$ cat src/rtl/stx_pkg.sv
// Shared types for the stereo serial transmitter.
// Assumes an 18-bit two's-complement sample for each channel.
package stx_pkg;
    localparam int unsigned SAMPLE_W = 18;

    typedef logic [SAMPLE_W-1:0] sample_t;

    typedef struct packed {
        sample_t left;
        sample_t right;
    } stereo_pair_t;

    typedef enum logic {
        MODE_SLAVE  = 1'b0,
        MODE_MASTER = 1'b1
    } port_mode_e;
endpackage

$ cat src/rtl/stx_strap.sv
// Captures the mode strap once, on the first clock edge after reset release.
// Assumes the strap level is stable around that edge.
module stx_strap
    import stx_pkg::*;
(
    input  logic       clk,
    input  logic       rst_n,
    input  logic       strap_i,
    output logic       done_o,
    output port_mode_e mode_o
);
    // Single-shot capture of the strap; frozen afterwards.
    always_ff @(posedge clk) begin
        if (!rst_n) begin
            done_o <= 1'b0;
            mode_o <= MODE_SLAVE;
        end else if (!done_o) begin
            done_o <= 1'b1;
            mode_o <= strap_i ? MODE_MASTER : MODE_SLAVE;
        end
    end
endmodule

$ cat src/rtl/stx_clkgen.sv
// Master-mode clock generator: one counter gives both the bit clock and the
// word clock, so the word clock always toggles with a falling bit clock.
// Assumes MCLK_PER_BIT and BITS_PER_FRAME are powers of two, MCLK_PER_BIT >= 2.
module stx_clkgen #(
    parameter int unsigned MCLK_PER_BIT   = 4,
    parameter int unsigned BITS_PER_FRAME = 64
) (
    input  logic clk,
    input  logic rst_n,
    input  logic en,
    output logic bclk_o,
    output logic wclk_o
);
    localparam int unsigned DIV_LOG = $clog2(MCLK_PER_BIT);
    localparam int unsigned CNT_W   = DIV_LOG + $clog2(BITS_PER_FRAME);

    logic [CNT_W-1:0] cnt_q;

    // Free-running divider, held at zero until master mode is confirmed.
    always_ff @(posedge clk) begin
        if (!rst_n) begin
            cnt_q <= '0;
        end else if (en) begin
            cnt_q <= cnt_q + CNT_W'(1);
        end
    end

    assign bclk_o = cnt_q[DIV_LOG-1];
    assign wclk_o = cnt_q[CNT_W-1];
endmodule

$ cat src/rtl/stx_edge.sv
// Serial clock front end: synchronizes the external clock, chooses between it
// and the internally generated one, and keeps the previous level so the parent
// can find edges. Assumes SYNC_STAGES >= 2.
module stx_edge #(
    parameter int unsigned SYNC_STAGES = 2
) (
    input  logic clk,
    input  logic rst_n,
    input  logic ext_i,
    input  logic int_i,
    input  logic use_int,
    output logic level_o,
    output logic prev_o
);
    logic [SYNC_STAGES-1:0] sync_q;

    // Synchronizer chain for the externally driven clock.
    always_ff @(posedge clk) begin
        if (!rst_n) begin
            sync_q <= '0;
        end else begin
            sync_q <= {sync_q[SYNC_STAGES-2:0], ext_i};
        end
    end

    // Source select: the internal clock is already in this domain.
    always_comb begin
        level_o = use_int ? int_i : sync_q[SYNC_STAGES-1];
    end

    // One-cycle history for edge detection.
    always_ff @(posedge clk) begin
        if (!rst_n) begin
            prev_o <= 1'b0;
        end else begin
            prev_o <= level_o;
        end
    end
endmodule

$ cat src/rtl/stx_pair_buf.sv
// One-entry holding register for stereo pairs plus the pair in transmission.
// The held pair moves to the current pair only when take_i (left start) fires.
module stx_pair_buf
    import stx_pkg::*;
(
    input  logic         clk,
    input  logic         rst_n,
    input  logic         in_valid,
    output logic         in_ready,
    input  sample_t      in_left,
    input  sample_t      in_right,
    input  logic         take_i,
    output stereo_pair_t pair_o
);
    stereo_pair_t next_q;
    stereo_pair_t cur_q;
    logic         full_q;

    assign in_ready = !full_q;

    // Accept into the holding slot; hand over at a left half-frame start.
    always_ff @(posedge clk) begin
        if (!rst_n) begin
            next_q <= '0;
            cur_q  <= '0;
            full_q <= 1'b0;
        end else begin
            if (take_i && full_q) begin
                cur_q  <= next_q;
                full_q <= 1'b0;
            end else if (in_valid && !full_q) begin
                next_q <= '{left: in_left, right: in_right};
                full_q <= 1'b1;
            end
        end
    end

    // The pair in force this cycle, including one taken in this very cycle.
    always_comb begin
        pair_o = (take_i && full_q) ? next_q : cur_q;
    end
endmodule

$ cat src/rtl/stx_shifter.sv
// Left-justified word serializer. A word-clock change arms a new word; the MSB
// leaves on the first bit-clock fall at or after it, then one bit per fall,
// then zeros until the next word-clock change.
module stx_shifter
    import stx_pkg::*;
(
    input  logic         clk,
    input  logic         rst_n,
    input  logic         en,
    input  logic         bfall_i,
    input  logic         wchg_i,
    input  logic         wlevel_i,
    input  stereo_pair_t pair_i,
    output logic         sdata_o
);
    localparam int unsigned IDX_W = $clog2(SAMPLE_W + 1);

    logic             pending_q;
    logic             chan_q;
    sample_t          shreg_q;
    logic [IDX_W-1:0] idx_q;
    logic             start;
    logic             chan;
    sample_t          first_word;

    // Word selection for a start occurring in this cycle.
    always_comb begin
        start      = pending_q | wchg_i;
        chan       = wchg_i ? wlevel_i : chan_q;
        first_word = chan ? pair_i.right : pair_i.left;
    end

    // Bit sequencing on bit-clock falls.
    always_ff @(posedge clk) begin
        if (!rst_n) begin
            pending_q <= 1'b0;
            chan_q    <= 1'b0;
            shreg_q   <= '0;
            idx_q     <= IDX_W'(SAMPLE_W);
            sdata_o   <= 1'b0;
        end else if (en) begin
            if (wchg_i) begin
                chan_q <= wlevel_i;
            end
            if (bfall_i) begin
                pending_q <= 1'b0;
                if (start) begin
                    sdata_o <= first_word[SAMPLE_W-1];
                    shreg_q <= first_word << 1;
                    idx_q   <= IDX_W'(1);
                end else if (idx_q < IDX_W'(SAMPLE_W)) begin
                    sdata_o <= shreg_q[SAMPLE_W-1];
                    shreg_q <= shreg_q << 1;
                    idx_q   <= idx_q + IDX_W'(1);
                end else begin
                    sdata_o <= 1'b0;
                end
            end else if (wchg_i) begin
                pending_q <= 1'b1;
            end
        end
    end
endmodule

$ cat src/rtl/stx_serial_tx.sv
// Stereo serial output port, top level. Assumes clk is the master clock
// (256x the sample rate) in master mode, and at least several times the
// external bit clock in slave mode.
module stx_serial_tx
    import stx_pkg::*;
#(
    parameter int unsigned MCLK_PER_BIT   = 4,
    parameter int unsigned BITS_PER_FRAME = 64,
    parameter int unsigned SYNC_STAGES    = 2
) (
    input  logic                clk,
    input  logic                rst_n,
    input  logic                in_valid,
    output logic                in_ready,
    input  logic [SAMPLE_W-1:0] in_left,
    input  logic [SAMPLE_W-1:0] in_right,
    input  logic                bclk_i,
    input  logic                wclk_i,
    output logic                bclk_o,
    output logic                bclk_oe,
    output logic                wclk_o,
    output logic                wclk_oe,
    input  logic                sdata_strap_i,
    output logic                sdata_o,
    output logic                sdata_oe
);
    logic         strap_done;
    port_mode_e   mode;
    logic         master;
    logic         b_lvl, b_prev, w_lvl, w_prev;
    logic         b_fall, w_chg, w_fall;
    stereo_pair_t pair;

    stx_strap u_strap (
        .clk     (clk),
        .rst_n   (rst_n),
        .strap_i (sdata_strap_i),
        .done_o  (strap_done),
        .mode_o  (mode)
    );

    assign master = strap_done && (mode == MODE_MASTER);

    stx_clkgen #(
        .MCLK_PER_BIT   (MCLK_PER_BIT),
        .BITS_PER_FRAME (BITS_PER_FRAME)
    ) u_clkgen (
        .clk    (clk),
        .rst_n  (rst_n),
        .en     (master),
        .bclk_o (bclk_o),
        .wclk_o (wclk_o)
    );

    stx_edge #(.SYNC_STAGES(SYNC_STAGES)) u_bedge (
        .clk     (clk),
        .rst_n   (rst_n),
        .ext_i   (bclk_i),
        .int_i   (bclk_o),
        .use_int (master),
        .level_o (b_lvl),
        .prev_o  (b_prev)
    );

    stx_edge #(.SYNC_STAGES(SYNC_STAGES)) u_wedge (
        .clk     (clk),
        .rst_n   (rst_n),
        .ext_i   (wclk_i),
        .int_i   (wclk_o),
        .use_int (master),
        .level_o (w_lvl),
        .prev_o  (w_prev)
    );

    // Edge events on the selected serial clocks.
    always_comb begin
        b_fall = b_prev & ~b_lvl;
        w_chg  = w_prev ^ w_lvl;
        w_fall = w_chg & ~w_lvl;
    end

    stx_pair_buf u_buf (
        .clk      (clk),
        .rst_n    (rst_n),
        .in_valid (in_valid),
        .in_ready (in_ready),
        .in_left  (in_left),
        .in_right (in_right),
        .take_i   (strap_done & w_fall),
        .pair_o   (pair)
    );

    stx_shifter u_shift (
        .clk      (clk),
        .rst_n    (rst_n),
        .en       (strap_done),
        .bfall_i  (b_fall),
        .wchg_i   (w_chg),
        .wlevel_i (w_lvl),
        .pair_i   (pair),
        .sdata_o  (sdata_o)
    );

    // Pin drive enables follow the captured mode.
    always_comb begin
        bclk_oe  = master;
        wclk_oe  = master;
        sdata_oe = strap_done;
    end
endmodule

$ cat config.mk
export PLATFORM = sky130hd
export DESIGN_NAME = stx_serial_tx
export DESIGN_NICKNAME = d
export VERILOG_FILES = /design/src/rtl/stx_pkg.sv /design/src/rtl/stx_strap.sv /design/src/rtl/stx_clkgen.sv /design/src/rtl/stx_edge.sv /design/src/rtl/stx_pair_buf.sv /design/src/rtl/stx_shifter.sv /design/src/rtl/stx_serial_tx.sv
export SDC_FILE = /design/constraint.sdc
export NUM_CORES = 1
export LEC_CHECK = 0
export BUFFER_PORTS_ARGS = -buffer_cell sky130_fd_sc_hd__buf_2
export CORE_MARGIN = 10
export CORE_UTILIZATION = 59
export CTS_CLUSTER_DIAMETER = 80
export CTS_CLUSTER_SIZE = 28
export DETAILED_ROUTE_END_ITERATION = 7
export PLACE_DENSITY = 0.85
export REMOVE_ABC_BUFFERS = 1
export SLEW_MARGIN = 20
export SYNTH_ARGS = -nofsm -noshare
export SYNTH_HDL_FRONTEND = slang
export SYNTH_HIERARCHICAL = 1
export SYNTH_SLANG_ARGS = --single-unit
$ cat constraint.sdc
create_clock -name clk -period 3.8 [get_ports clk]
set_input_delay 0 -clock clk [delete_from_list [all_inputs] [get_ports clk]]
set_output_delay 0 -clock clk [all_outputs]
set_load 0.02 [all_outputs]
==> Word level (Yosys, flattened, before mapping) <==
Index checks and enable logic that the tools add are counted.
{ "op_classes": {"n_mux": 15, "magnitude_cmp": 1, "n_addsub": 2, "n_reduce_logical": 11, "bitwise_logic": 9} }
{ "ops": {"columns": ["cell", "n"], "rows": [
  ["two-way mux 18 bit", 3],
  ["two-way mux 36 bit", 1],
  ["two-way mux 5 bit", 2],
  ["two-way mux 1 bit", 9],
  ["adder 8 x 1 -> 8 bit, second input constant", 1],
  ["AND reduction 2 bit", 3],
  ["adder 5 x 1 -> 5 bit, second input constant", 1],
  ["< comparator 5 bit, second input constant", 1],
  ["NOT 1 bit", 4],
  ["nonzero test 2 bit", 2],
  ["AND 1 bit", 3],
  ["logical AND 1 bit", 3],
  ["AND reduction 3 bit", 1],
  ["OR reduction 2 bit", 1],
  ["zero test 1 bit", 1],
  ["bitwise OR 1 bit", 1],
  ["bitwise XOR 1 bit", 1]
]} }
{ "word_totals": {"inputBits": 42, "out_inout_bits": 7, "ff_bits": 115, "elab_cells": 55} }

==> Logic depth before layout (Yosys ltp) <==
{ "depth": {"word_depth": 9, "ltp_mapped": 12, "ltp_nobuf": 11} }

==> By module <==
The synthesis kept the hierarchy.
{ "modules_own_cells": {"columns": ["module", "cells_each", "seq_area_each_um2", "instances", "area_per_inst_um2"], "rows": [
  ["stx_pair_buf", 318, 1461.4, 1, 3145.5],
  ["stx_shifter", 198, 500.5, 1, 1680.4],
  ["stx_clkgen", 37, 160.2, 1, 359.1],
  ["stx_edge", 7, 60.1, 2, 96.3],
  ["stx_strap", 4, 40.0, 1, 56.3],
  ["stx_serial_tx", 7, 0.0, 1, 53.8]
]} }

==> Worst setup path after synthesis <==
Ideal clock, no wire load.
{ "synth_timing": {"kind": "register -> register", "from": "register u_strap.done_o", "to": "register u_shift.sdata_o", "setup_ns": 0.124, "t_arrival_ns": 2.818, "path_stages_with_launch": 12, "slack_ns": 0.857, "path_cell_list": "dfxtp_1 and2_1 mux2_4 inv_1 ha_1 and2_1 nand2_2 buf_2 mux2_1 mux2_2 a221oi_1 a21oi_1"} }
{ "synth_rtl": {"columns": ["item", "line_no", "rtl"], "rows": [
  ["start: declaration", "stx_strap.sv:9", "output logic done_o,"],
  ["start signal: assignment", "stx_strap.sv:15", "done_o <= 1'b0;"],
  ["start signal: assignment", "stx_strap.sv:18", "done_o <= 1'b1;"],
  ["end signal: assignment", "stx_shifter.sv:48", "sdata_o <= first_word[SAMPLE_W-1];"],
  ["end signal: assignment", "stx_shifter.sv:52", "sdata_o <= shreg_q[SAMPLE_W-1];"],
  ["end: declaration", "stx_shifter.sv:14", "output logic sdata_o"]
]} }

==> impl_results.md <==
* TritonCTS clock tree: built
* Top-area cell type share of the netlist area at 0.416
* Violated checks: hold timing
* Post-Route WL at 12100 um
* Peak VDD IR at 0.349 mV
* Num ports at 49
* CP Cell Sequence: and2_1 > mux2_4 > inv_1 > ha_1 > and2_1 > nand2_2 > buf_4 > mux2_1 > mux2_2 > a21oi_1 > a21oi_1
* Flops & latches, synth at 114
* Setup TNS at 0 ns
* Clock tree root driver cell: clkbuf_8
* Crit path to: u_shift/shreg_q[5]$_SDFFE_PN0P_
* Fin crit share at 0.890
* Unrepaired setup endpoints after global routing: false
* Worst-path clk slew at 0.06 ns
* Status: finished with violations
* DR top layer: met4
* Cell Pwr Density at 474 nW/um2
* Routed len/inst at 15.7 um
* Seq/Total Area, Yosys at 0.416
* Final net count at 695
* Power, Total at 3.20 mW
* Post-route insts no fill at 774
* WP data arrival at 3.75 ns
* Via count at 4339
* Area of the multi-input gates at 2960 um2
* Setup crit start kind: flop
* Drt drc at 0
* Synth warn at 6
* Worst-Skew Late Latency at 0.53 ns
* CTS Buf Count at 17
* Die area at 13600 um2
* Synth-to-layout area growth at 22.8%
* Syn avg cell area at 9.49 um2
* Post-Syn Area at 5490 um2
* Overall Global Routing Usage at 0.190
* First-pass GRT wire length at 20700 um
* Final Hold Viols at 2
* Critical R2R Launch: u_strap/done_o$_DFF_P_
* WP data required at 4.17 ns
* Final setup violation count at 0
* MaxCap Viol Count at 0
* Core area at 9150 um2
* Clock tree buffer depth at 2
* Routability cong. at 0.753
* Via density at 5.61
* Post-synth top cells: 118 x nand2_1, 114 x dfxtp_1, 93 x mux2i_1
* Most frequent cell after synthesis: nand2_1
* Final HPWL DP at 7270 um
* RR Endpoint: u_shift/shreg_q[5]$_SDFFE_PN0P_
* Worst r2r path cells at 11
* Path category of the worst min-delay check: input port to flop
* Fin Hold WS at -0.0277 ns
* Top FF cell, synth: dfxtp_1
* Buffers and inverters on the worst path at 2
* Worst Setup SP: u_strap/done_o$_DFF_P_
* Top cell type by total area after synthesis: dfxtp_1
* Pins Over Slew Limit at 0
* Worst-margin pin slew at 1.09 ns
* Leakage at 2.89 nW
* Ant diodes at 0
* Critical path depth at 11
* Slowest Stage Delay on Critical Path at 0.53 ns
* Fmax at 296 MHz
* Post-Syn Instances at 578
* Async set-or-reset flop fraction in the synthesized netlist at 0
* Port bufs at 48
* Final worst setup slack at 0.419 ns
* H-Tree Level Count at 4
* Met3 wire len at 612 um
* Total grt overflow at 0
* Rel. slew slack at 0.273
* CP max stage cell: nand2_2
* Critical Path Sink Type: flop
* Antenna violations before repair at 0
* Share of cells above drive strength 1 at 0.189
* Register area at 2280 um2
* Initial Util at 0.600
* Worst clock skew at 0.00607 ns
* Routed wl met2 at 6220 um
* Synth top area cells: dfxtp_1 42%, mux2i_1 17%, nand2_1 8.1%, mux2_1 6.6%, mux2_2 4.5%
* Cell total after placement at 703
* Antenna viol nets, final at 0
* Max FO, Critical Path at 26
* Die X at 116 um
* Worst slack, placed at 0.459 ns
* Layout fillers at 605
* Unique cell type count in the Yosys netlist at 46
* Die height at 116 um
* Vias in the first global route at 4498
* R2R setup slack at 0.42 ns
* Sink Count at 114
* Critical path class: flop to flop
* Largest net degree at the start of global routing at 129
* FP Rows at 35
* First-pass detailed-route iteration total at 7
* Post-CTS setup buffers at 0
* Number of flops mapped to enable cells by yosys at 0
* Final Critical Period at 3.38 ns
* M1 wire length at 5000 um
* Crit path max-delay family: multiplexers
* 1st-iter DRT viols at 385
cell families (layout without fill, tap and decap cells):
group                      Yosys count  in the layout  share of synthesized area
buffers and inverters               46            131                     0.0456
adders and majority gates            3              3                    0.00684
AOI/OAI and AO/OA                   86             86                     0.0983
and+or+nand+nor                    176            176                      0.141
DFF                                114            114                      0.416
muxes                              149            149                      0.286
xor gates and xnor gates             4              4                    0.00639
worst reg2reg max path, cell delays in order (launching register included):
cell and delay (ns):
dfxtp_1 0.30, and2_1 0.17, mux2_4 0.41, inv_1 0.09, ha_1 0.19, and2_1 0.18
nand2_2 0.53, buf_4 0.42, mux2_1 0.41, mux2_2 0.27, a21oi_1 0.15, a21oi_1 0.08
placed cells by master, fill, tap and decap left out, types with 2 or more instances in the layout:
master	count
a211oi_1	16
a21boi_0	2
a21boi_1	2
a21o_1	2
a21oi_1	30
a21oi_2	5
a22oi_1	2
and2_1	12
and2_4	2
buf_2	47
buf_4	8
bufinv_16	5
clkbuf_16	16
clkinv_4	2
clkinvlp_4	3
dfxtp_1	113
dlygate4sd3_1	39
ha_1	3
inv_1	4
inv_6	4
mux2_1	32
mux2_2	22
mux2_4	2
mux2i_1	93
nand2_1	118
nand3_1	3
nand4b_1	2
nor2_1	20
nor2b_1	6
nor2b_4	2
nor3_1	2
o21ai_0	8
o21ai_1	13
or3_1	2
xnor2_1	3
how the worst min path moves through the flow:
stage / from / to / cells after the start
after global placement: bclk_i / u_bedge/sync_q[0]$_SDFF_PN0_ / 2
after detailed placement: bclk_i / u_bedge/sync_q[0]$_SDFF_PN0_ / 2
after global routing: rst_n / u_strap/done_o$_DFF_P_ / 1
after floorplan: rst_n / u_strap/done_o$_DFF_P_ / 0
final: rst_n / u_strap/done_o$_DFF_P_ / 1
after CTS: in_valid / u_buf/next_q[30]$_SDFFE_PN0P_ / 3
where the power goes:
group / internal, mW / leakage [nW] / switching [mW] / total (mW)
clock: 1.14 / 0.306 / 0.590 / 1.73
sequential: 1.23 / 0.927 / 0.0204 / 1.25
combinational: 0.102 / 1.65 / 0.113 / 0.216
registers in the layout (all words and copies together), names as in the netlist:
name and count:
u_bedge/prev_o 1, u_strap/done_o 1, u_wedge/sync_q 2, u_shift/sdata_o 1
u_shift/chan_q 1, u_buf/next_q 36, u_wedge/prev_o 1, u_buf/full_q 1
u_bedge/sync_q 2, u_buf/cur_q 36, u_shift/pending_q 1, u_shift/shreg_q 17
u_shift/idx_q 5, u_clkgen/cnt_q 8, u_strap/mode_o 1
per-layer routing:
layer	track usage	up-vias
met5	0	-
li1	-	2159
met3	0.0565	33
met1	0.206	2036
met2	0.329	111
met4	0.0951	0
per-stage QoR:
step           cell area [um2]   util
2_1_floorplan             5250      -
3_3_place_gp              5700  0.623
3_5_place_dp              5700  0.623
4_1_cts                   6740  0.736
5_1_grt                   6740  0.737
6_report                  6740  0.737
cell type report:
type	count	share of cell area
clock buffers	17	0.0614
clock inverters	15	0.0341
inverters	4	0.00223
multi-input cells	418	0.439
flip-flops and latches	114	0.339
well taps	111	0.0206
repair buffers	95	0.103
timing repair:
action	4_1_cts	5_1_grt
hold endpoints to repair	39	0
gates resized for setup	0	0
hold buffers	39	0
Power figures use the tool's default switching activity.
